--- config.mk ---
export PLATFORM = sky130hd
export DESIGN_NAME = rtcc_timekeeper
export DESIGN_NICKNAME = d
export VERILOG_FILES = /design/src/rtl/rtcc_pkg.sv /design/src/rtl/rtcc_osc_status.sv /design/src/rtl/rtcc_time_chain.sv /design/src/rtl/rtcc_date_chain.sv /design/src/rtl/rtcc_timekeeper.sv
export SDC_FILE = /design/constraint.sdc
export NUM_CORES = 1
export LEC_CHECK = 0
export ABC_CLOCK_PERIOD_IN_PS = 4050
export BUFFER_PORTS_ARGS = -buffer_cell sky130_fd_sc_hd__buf_2
export CAP_MARGIN = 0
export CORE_UTILIZATION = 50
export DETAILED_ROUTE_END_ITERATION = 10
export PLACE_DENSITY_LB_ADDON = 0.08
export SETUP_SLACK_MARGIN = 0.15
export SLEW_MARGIN = 20
export SYNTH_ARGS = -nofsm -noshare
export SYNTH_HDL_FRONTEND = slang
export SYNTH_SLANG_ARGS = --single-unit
--- constraint.sdc ---
create_clock -name clk -period 4.05 [get_ports clk]
set_clock_uncertainty 0.05 [all_clocks]
set_input_delay 0.2025 -clock clk [delete_from_list [all_inputs] [get_ports clk]]
set_output_delay 0.2025 -clock clk [all_outputs]
set_load 0.02 [all_outputs]
--- src/rtl/rtcc_pkg.sv ---
// Shared constants and BCD helpers for the calendar timekeeper.
// Assumes all stored fields are packed BCD; helpers tolerate invalid codes
// without locking up (they simply wrap on the compare limits).
package rtcc_pkg;

    localparam int unsigned DATA_W = 8;
    localparam int unsigned ADDR_W = 3;

    localparam logic [ADDR_W-1:0] IDX_SEC   = 3'd0;
    localparam logic [ADDR_W-1:0] IDX_MIN   = 3'd1;
    localparam logic [ADDR_W-1:0] IDX_HOUR  = 3'd2;
    localparam logic [ADDR_W-1:0] IDX_WDAY  = 3'd3;
    localparam logic [ADDR_W-1:0] IDX_DATE  = 3'd4;
    localparam logic [ADDR_W-1:0] IDX_MONTH = 3'd5;
    localparam logic [ADDR_W-1:0] IDX_YEAR  = 3'd6;
    localparam logic [ADDR_W-1:0] IDX_CTRL  = 3'd7;

    // Increment a two-digit BCD byte by one (99 wraps to 00).
    function automatic logic [7:0] bcd_inc(input logic [7:0] v);
        logic [3:0] lo;
        logic [3:0] hi;
        if (v[3:0] >= 4'd9) begin
            lo = 4'd0;
            hi = (v[7:4] >= 4'd9) ? 4'd0 : v[7:4] + 4'd1;
        end else begin
            lo = v[3:0] + 4'd1;
            hi = v[7:4];
        end
        return {hi, lo};
    endfunction

    // A BCD year is divisible by four when tens parity and units agree.
    function automatic logic year_is_leap(input logic [7:0] y);
        if (y[4] == 1'b0)
            return (y[3:0] == 4'd0) || (y[3:0] == 4'd4) || (y[3:0] == 4'd8);
        else
            return (y[3:0] == 4'd2) || (y[3:0] == 4'd6);
    endfunction

    // Last valid BCD day of a BCD month.
    function automatic logic [5:0] last_day(input logic [4:0] m, input logic leap);
        case (m)
            5'h02:                         return leap ? 6'h29 : 6'h28;
            5'h04, 5'h06, 5'h09, 5'h11:    return 6'h30;
            default:                       return 6'h31;
        endcase
    endfunction

endpackage

--- src/rtl/rtcc_osc_status.sv ---
// Oscillator running-status model.
// Drops the running flag STOP_CYCLES clocks after the start bit is cleared
// and raises it on the START_TICKS-th second tick seen with the start bit set.
// Assumes START_TICKS >= 1 and STOP_CYCLES >= 1.
module rtcc_osc_status #(
    parameter int unsigned START_TICKS = 2,
    parameter int unsigned STOP_CYCLES = 100000
) (
    input  logic clk,
    input  logic rst_n,
    input  logic start_bit,
    input  logic sec_tick,
    output logic running
);
    localparam int unsigned CNT_MAX = (START_TICKS > STOP_CYCLES) ? START_TICKS : STOP_CYCLES;
    localparam int unsigned CW      = $clog2(CNT_MAX + 1);
    localparam logic [CW-1:0] START_LAST = CW'(START_TICKS - 1);
    localparam logic [CW-1:0] STOP_LAST  = CW'(STOP_CYCLES - 1);

    logic [CW-1:0] cnt_q;

    // Count either ticks (spinning up) or cycles (spinning down) toward a flag change.
    always_ff @(posedge clk) begin
        if (!rst_n) begin
            cnt_q   <= '0;
            running <= 1'b0;
        end else if (start_bit && !running) begin
            if (sec_tick) begin
                if (cnt_q >= START_LAST) begin
                    cnt_q   <= '0;
                    running <= 1'b1;
                end else begin
                    cnt_q <= cnt_q + 1'b1;
                end
            end
        end else if (!start_bit && running) begin
            if (cnt_q >= STOP_LAST) begin
                cnt_q   <= '0;
                running <= 1'b0;
            end else begin
                cnt_q <= cnt_q + 1'b1;
            end
        end else begin
            cnt_q <= '0;
        end
    end

endmodule

--- src/rtl/rtcc_time_chain.sv ---
// Seconds, minutes and hours counters with the start bit.
// Advances on sec_tick only while the start bit is set; a write to a field
// takes priority over its increment in the same cycle. Emits a one-cycle
// day carry (combinational) on the midnight step in either hour mode.
module rtcc_time_chain
    import rtcc_pkg::*;
(
    input  logic       clk,
    input  logic       rst_n,
    input  logic       sec_tick,
    input  logic       wr_sec,
    input  logic       wr_min,
    input  logic       wr_hour,
    input  logic [7:0] wdata,
    output logic [7:0] sec_q,
    output logic [6:0] min_q,
    output logic [6:0] hour_q,
    output logic       day_carry
);
    logic       adv;
    logic       sec_wrap;
    logic       min_wrap;
    logic [6:0] sec_next;
    logic [6:0] min_next;
    logic [6:0] hour_next;
    logic       hour_wrap;

    assign adv      = sec_tick && sec_q[7];
    assign sec_wrap = (sec_q[6:0] >= 7'h59);
    assign min_wrap = (min_q >= 7'h59);

    // Next seconds and minutes values in BCD.
    always_comb begin
        sec_next = sec_wrap ? 7'h00 : 7'(bcd_inc({1'b0, sec_q[6:0]}));
        min_next = min_wrap ? 7'h00 : 7'(bcd_inc({1'b0, min_q}));
    end

    // Next hours value and day carry for the selected hour mode.
    always_comb begin
        hour_next = hour_q;
        hour_wrap = 1'b0;
        if (hour_q[6]) begin
            if (hour_q[4:0] == 5'h11) begin
                hour_next = {1'b1, ~hour_q[5], 5'h12};
                hour_wrap = hour_q[5];
            end else if (hour_q[4:0] >= 5'h12) begin
                hour_next = {1'b1, hour_q[5], 5'h01};
            end else begin
                hour_next = {1'b1, hour_q[5], 5'(bcd_inc({3'b000, hour_q[4:0]}))};
            end
        end else begin
            if (hour_q[5:0] >= 6'h23) begin
                hour_next = 7'h00;
                hour_wrap = 1'b1;
            end else begin
                hour_next = {1'b0, 6'(bcd_inc({2'b00, hour_q[5:0]}))};
            end
        end
    end

    assign day_carry = adv && sec_wrap && min_wrap && hour_wrap;

    // Seconds register with its start bit.
    always_ff @(posedge clk) begin
        if (!rst_n)       sec_q <= 8'h00;
        else if (wr_sec)  sec_q <= wdata;
        else if (adv)     sec_q <= {sec_q[7], sec_next};
    end

    // Minutes register.
    always_ff @(posedge clk) begin
        if (!rst_n)                min_q <= 7'h00;
        else if (wr_min)           min_q <= wdata[6:0];
        else if (adv && sec_wrap)  min_q <= min_next;
    end

    // Hours register with mode and PM bits.
    always_ff @(posedge clk) begin
        if (!rst_n)                            hour_q <= 7'h00;
        else if (wr_hour)                      hour_q <= wdata[6:0];
        else if (adv && sec_wrap && min_wrap)  hour_q <= hour_next;
    end

endmodule

--- src/rtl/rtcc_date_chain.sv ---
// Day-of-week, date, month and year counters driven by the day carry.
// Month length follows the hardware leap flag derived from the year.
// Writes are stored verbatim and never re-validated against other fields.
module rtcc_date_chain
    import rtcc_pkg::*;
(
    input  logic       clk,
    input  logic       rst_n,
    input  logic       day_carry,
    input  logic       wr_wday,
    input  logic       wr_date,
    input  logic       wr_month,
    input  logic       wr_year,
    input  logic [7:0] wdata,
    output logic [2:0] wday_q,
    output logic [5:0] date_q,
    output logic [4:0] month_q,
    output logic [7:0] year_q,
    output logic       leap
);
    logic date_wrap;
    logic month_wrap;

    assign leap       = year_is_leap(year_q);
    assign date_wrap  = (date_q >= last_day(month_q, leap));
    assign month_wrap = (month_q >= 5'h12);

    // Day of week cycles 1..7.
    always_ff @(posedge clk) begin
        if (!rst_n)          wday_q <= 3'd1;
        else if (wr_wday)    wday_q <= wdata[2:0];
        else if (day_carry)  wday_q <= (wday_q >= 3'd7) ? 3'd1 : wday_q + 3'd1;
    end

    // Date wraps at the month length.
    always_ff @(posedge clk) begin
        if (!rst_n)          date_q <= 6'h01;
        else if (wr_date)    date_q <= wdata[5:0];
        else if (day_carry)  date_q <= date_wrap ? 6'h01 : 6'(bcd_inc({2'b00, date_q}));
    end

    // Month wraps 12 to 01.
    always_ff @(posedge clk) begin
        if (!rst_n)                       month_q <= 5'h01;
        else if (wr_month)                month_q <= wdata[4:0];
        else if (day_carry && date_wrap)  month_q <= month_wrap ? 5'h01 : 5'(bcd_inc({3'b000, month_q}));
    end

    // Year wraps 99 to 00.
    always_ff @(posedge clk) begin
        if (!rst_n)                                     year_q <= 8'h00;
        else if (wr_year)                               year_q <= wdata;
        else if (day_carry && date_wrap && month_wrap)  year_q <= bcd_inc(year_q);
    end

endmodule

--- src/rtl/rtcc_timekeeper.sv ---
// Top of the BCD calendar timekeeper.
// Decodes byte writes to eight register indices, hosts the control byte,
// combines the read-only running and leap flags into the read view.
// Assumes sec_tick is a single-cycle pulse at most once per second.
module rtcc_timekeeper
    import rtcc_pkg::*;
#(
    parameter int unsigned START_TICKS = 2,
    parameter int unsigned STOP_CYCLES = 100000
) (
    input  logic              clk,
    input  logic              rst_n,
    input  logic              wr_en,
    input  logic [2:0]        wr_addr,
    input  logic [7:0]        wr_data,
    input  logic              sec_tick,
    input  logic [2:0]        rd_addr,
    output logic [7:0]        rd_data
);
    logic [7:0] wr_sel;
    logic [7:0] sec_q;
    logic [6:0] min_q;
    logic [6:0] hr_q;
    logic       day_carry;
    logic [2:0] wday_q;
    logic [5:0] date_q;
    logic [4:0] month_q;
    logic [7:0] year_q;
    logic       leap;
    logic       osc_running;
    logic [7:0] ctrl_q;

    // One strobe per register index.
    genvar gi;
    generate
        for (gi = 0; gi < 8; gi++) begin : g_wsel
            assign wr_sel[gi] = wr_en && (wr_addr == ADDR_W'(gi));
        end
    endgenerate

    rtcc_time_chain u_time (
        .clk       (clk),
        .rst_n     (rst_n),
        .sec_tick  (sec_tick),
        .wr_sec    (wr_sel[IDX_SEC]),
        .wr_min    (wr_sel[IDX_MIN]),
        .wr_hour   (wr_sel[IDX_HOUR]),
        .wdata     (wr_data),
        .sec_q     (sec_q),
        .min_q     (min_q),
        .hour_q    (hr_q),
        .day_carry (day_carry)
    );

    rtcc_date_chain u_date (
        .clk       (clk),
        .rst_n     (rst_n),
        .day_carry (day_carry),
        .wr_wday   (wr_sel[IDX_WDAY]),
        .wr_date   (wr_sel[IDX_DATE]),
        .wr_month  (wr_sel[IDX_MONTH]),
        .wr_year   (wr_sel[IDX_YEAR]),
        .wdata     (wr_data),
        .wday_q    (wday_q),
        .date_q    (date_q),
        .month_q   (month_q),
        .year_q    (year_q),
        .leap      (leap)
    );

    rtcc_osc_status #(
        .START_TICKS (START_TICKS),
        .STOP_CYCLES (STOP_CYCLES)
    ) u_osc (
        .clk       (clk),
        .rst_n     (rst_n),
        .start_bit (sec_q[7]),
        .sec_tick  (sec_tick),
        .running   (osc_running)
    );

    // Control byte, bit 3 selects the external oscillator source.
    always_ff @(posedge clk) begin
        if (!rst_n)                 ctrl_q <= 8'h00;
        else if (wr_sel[IDX_CTRL])  ctrl_q <= wr_data;
    end

    // Read view with the hardware-owned flags merged in.
    always_comb begin
        case (rd_addr)
            IDX_SEC:   rd_data = sec_q;
            IDX_MIN:   rd_data = {1'b0, min_q};
            IDX_HOUR:  rd_data = {1'b0, hr_q};
            IDX_WDAY:  rd_data = {2'b00, osc_running, 2'b00, wday_q};
            IDX_DATE:  rd_data = {2'b00, date_q};
            IDX_MONTH: rd_data = {2'b00, leap, month_q};
            IDX_YEAR:  rd_data = year_q;
            default:   rd_data = ctrl_q;
        endcase
    end

endmodule

==> metrics.txt <==
design area=5520 um2; final worst path period share=0.887; Logic pwr share=0.142; top-area cell type share of the netlist area=0.271; placed insts=795; crit-path max cell delay=~0.66 ns; Skew-Pair Late Insertion Delay=0.37 ns; Post-synth top cells=71 x nand2_1, 70 x dfxtp_1, 47 x a21oi_1, 45 x o21ai_0, 39 x ha_1; Crit. End Element=flip-flop; Setup violations, final=0; most frequent cell after synthesis=nand2_1; post-layout min period=3.59 ns; Worst R2R Start=u_date.month_q[0]$_SDFFE_PN1P_; CTS root buffer=clkbuf_8; GRT Residual Overflow=0; CP Cell Sequence=inv_1, ha_1, nor4b_1, a21oi_1, ha_1, or4b_2, a222oi_1, o21ai_0, a311oi_1; Finished Layout Cells=810; cell taking the most area after synthesis=dfxtp_1; first-pass GRT wire length=25200 um; Async SR Flop Fraction=0; critical path launch point type=flip-flop; HP Start=wr_data[7]; CTS Hold Buffers Added=0; Antenna diodes=0; fraction of layout cells with a size suffix above 1=0.0886; Starting Density=0.522; PortBufs=25; CTS tree=yes; Pint=0.000991 W; Cells after Synth=about 670; Die Area=10800 um2; Leak=1.99 nW; Post-CTS Resized=0; vias in the first global route=4916; Warnings, synthesis=0; EDFF count, synth=0; fmax=278 MHz; Area contributors post-synth=dfxtp_1 27%, ha_1 9.4%, nand2_1 5.2%, a21oi_1 4.5%, o21ai_0 4.4%; total number of vias=5364; net switching power=around 0.00045 W; register area=1400 um2; PwrDens=roughly 260 nW/um2; CP arrival=3.83 ns; worst vdd ir=0.134 mV; Synthesized Nets=724; Die H=104 um; Initial DRT Pass Iterations=5; run status=finished clean; core area=9910 um2; Netlist cell types=75; Cell Area, Placed=5360 um2; CTS buffer count=9; register share of total power=0.515; Relative slew margins=0.217; Routed WL=approximately 16000 um; Die Wd=104 um; setup slack, reg-to-reg=roughly 0.46 ns; Primary FF master, synth=dfxtp_1; Sw Ratio=0.310; Worst Hold End=ctrl_q[7]$_SDFFE_PN0P_; row cnt=36; clock buffer depth=2; syn_area_per_cell=slightly below 8 um2; CP Class=reg2reg; Syn Std Cell Area=5170 um2; number of hold violations in the final report=0; pin count of the biggest net entering global routing=37; multi-input logic area=3510 um2; setup TNS=0 ns; initial drt markers=468; max-cap violations=0; Clk pwr share=0.343; Clock Sinks=70; Post-CTS Setup Inserts=0; actual slew at the worst max-slew pin=approximately 1.2 ns; fillers=987; hpwl dp=11400 um; worst path required time=4.29 ns; Routed Antenna Nets=0; CP most frequent cell=ha_1; DR vias/cell=about 6.6; FF-to-FF End=u_date.date_q[4]$_SDFFE_PN0P_; total track usage=0.294; Hold Crit Depth=3; unrepaired setup endpoints after global routing=false; number of remaining DRC errors=0; CP Max Fanout=6; CP max-delay cell=or4b_2; # IOs=26; initial antenna violation count=0; register bit total from synthesis=70; sequential-to-total area share from yosys stat=0.271; Clk pin slew, worst setup/hold paths=0.08 ns; Hold Crit Class=in2reg; P&R area growth vs syn=6.73%; htree depth=3; GP Congestion=0.908; Routed WL per cell=19.3 um; post-layout net count=730; Slew Limit Fails=0; Register-to-Register Path Depth=9
## kinds of logic (layout without fill, tap and decap cells)
| kind of cell | after synthesis | after routing | synth area share |
|---|---|---|---|
| adders and majority gates | 39 | 39 | 0.0944 |
| AOI/OAI and AO/OA | 199 | 199 | 0.260 |
| buffers and inverters | 67 | 77 | 0.0503 |
| muxes | 11 | 11 | 0.0244 |
| DFF | 70 | 70 | 0.271 |
| xor gates and xnor gates | 17 | 17 | 0.0288 |
| and+or+nand+nor | 264 | 264 | 0.271 |
## power by group through the flow
stage	registers, W	logic (W)	clock network, W
finish	0.000740	0.000204	0.000494
global placement	0.000753	0.000195	0
CTS	0.000738	0.000199	0.000504
detailed placement	0.000754	0.000198	0
global route	0.000742	0.000223	0.000533
floorplan	0.000736	0.000145	0
## worst max path at each step
stage | startpoint | end | slack, ns | cells after the start
after global routing | u_date.month_q[0]$_SDFFE_PN1P_ | u_date.date_q[4]$_SDFFE_PN0P_ | 0.22 | 9
after global placement | u_date.month_q[0]$_SDFFE_PN1P_ | u_date.date_q[4]$_SDFFE_PN0P_ | 0.61 | 9
after detailed placement | u_date.month_q[0]$_SDFFE_PN1P_ | u_date.date_q[4]$_SDFFE_PN0P_ | 0.49 | 9
after floorplan | u_date.month_q[0]$_SDFFE_PN1P_ | u_date.date_q[4]$_SDFFE_PN0P_ | 0.87 | 9
final | u_date.month_q[0]$_SDFFE_PN1P_ | u_date.date_q[4]$_SDFFE_PN0P_ | 0.46 | 9
after CTS | u_date.month_q[0]$_SDFFE_PN1P_ | u_date.date_q[4]$_SDFFE_PN0P_ | 0.46 | 9
## registers in the layout, indices dropped and copies added (netlist names)
| register | count |
|---|---|
| u_time.sec_q | 8 |
| u_osc.cnt_q | 17 |
| u_date.year_q | 8 |
| u_time.hour_q | 7 |
| u_time.min_q | 7 |
| u_osc.running | 1 |
| u_date.date_q | 6 |
| ctrl_q | 8 |
| u_date.wday_q | 3 |
| u_date.month_q | 5 |
## area by class of cell
cell class	count	area share
well taps	133	0.0302
multi-input cells	530	0.636
clock buffers	10	0.0231
repair buffers	31	0.0308
clock inverters	5	0.00499
flip-flops and latches	70	0.254
inverters	31	0.0211
## per-stage QoR
stage	setup WS (ns)	util	power, W	hold WS (ns)
CTS	0.464	0.557	0.00144	0.0635
floorplan	0.873	-	0.000882	0.271
finish	0.457	0.557	0.00144	0.0741
global route	0.217	0.557	0.00150	0.0750
detailed placement	0.490	0.541	0.000952	0.399
global placement	0.611	0.541	0.000948	0.396
## worst max-delay path: cells and delay by family (launching register included)
kind / cells / cell delay (ns)
adder cells (fa/ha/maj): 2 / 0.52
buffers and inverters: 1 / 0.16
AO/OA/AOI/OAI: 4 / 1.31
AND/OR/NAND/NOR: 2 / 1.11
flip-flops: 1 / 0.36
## routing by layer
metal | vias up | track usage | part of all wire
met5 | - | 0 | 0
met2 | 245 | 0.465 | 0.45
li1 | 2537 | - | -
met1 | 2540 | 0.394 | 0.44
met4 | 0 | 0.116 | 0.031
met3 | 42 | 0.0585 | 0.085
## cells in the final DEF, fill, tap and decap left out, types with 9 or more instances in the layout
cell type	instances
nor2b_1	9
inv_1	31
dfxtp_1	70
o21ai_0	45
clkbuf_8	9
nor3_1	29
o31ai_1	9
nand2_1	71
nor2_1	37
buf_2	25
xor2_1	9
a21oi_1	47
ha_1	39
nand3_1	32
nor4_1	11
a31oi_1	18
No activity file was read; power rests on OpenSTA's default activity.
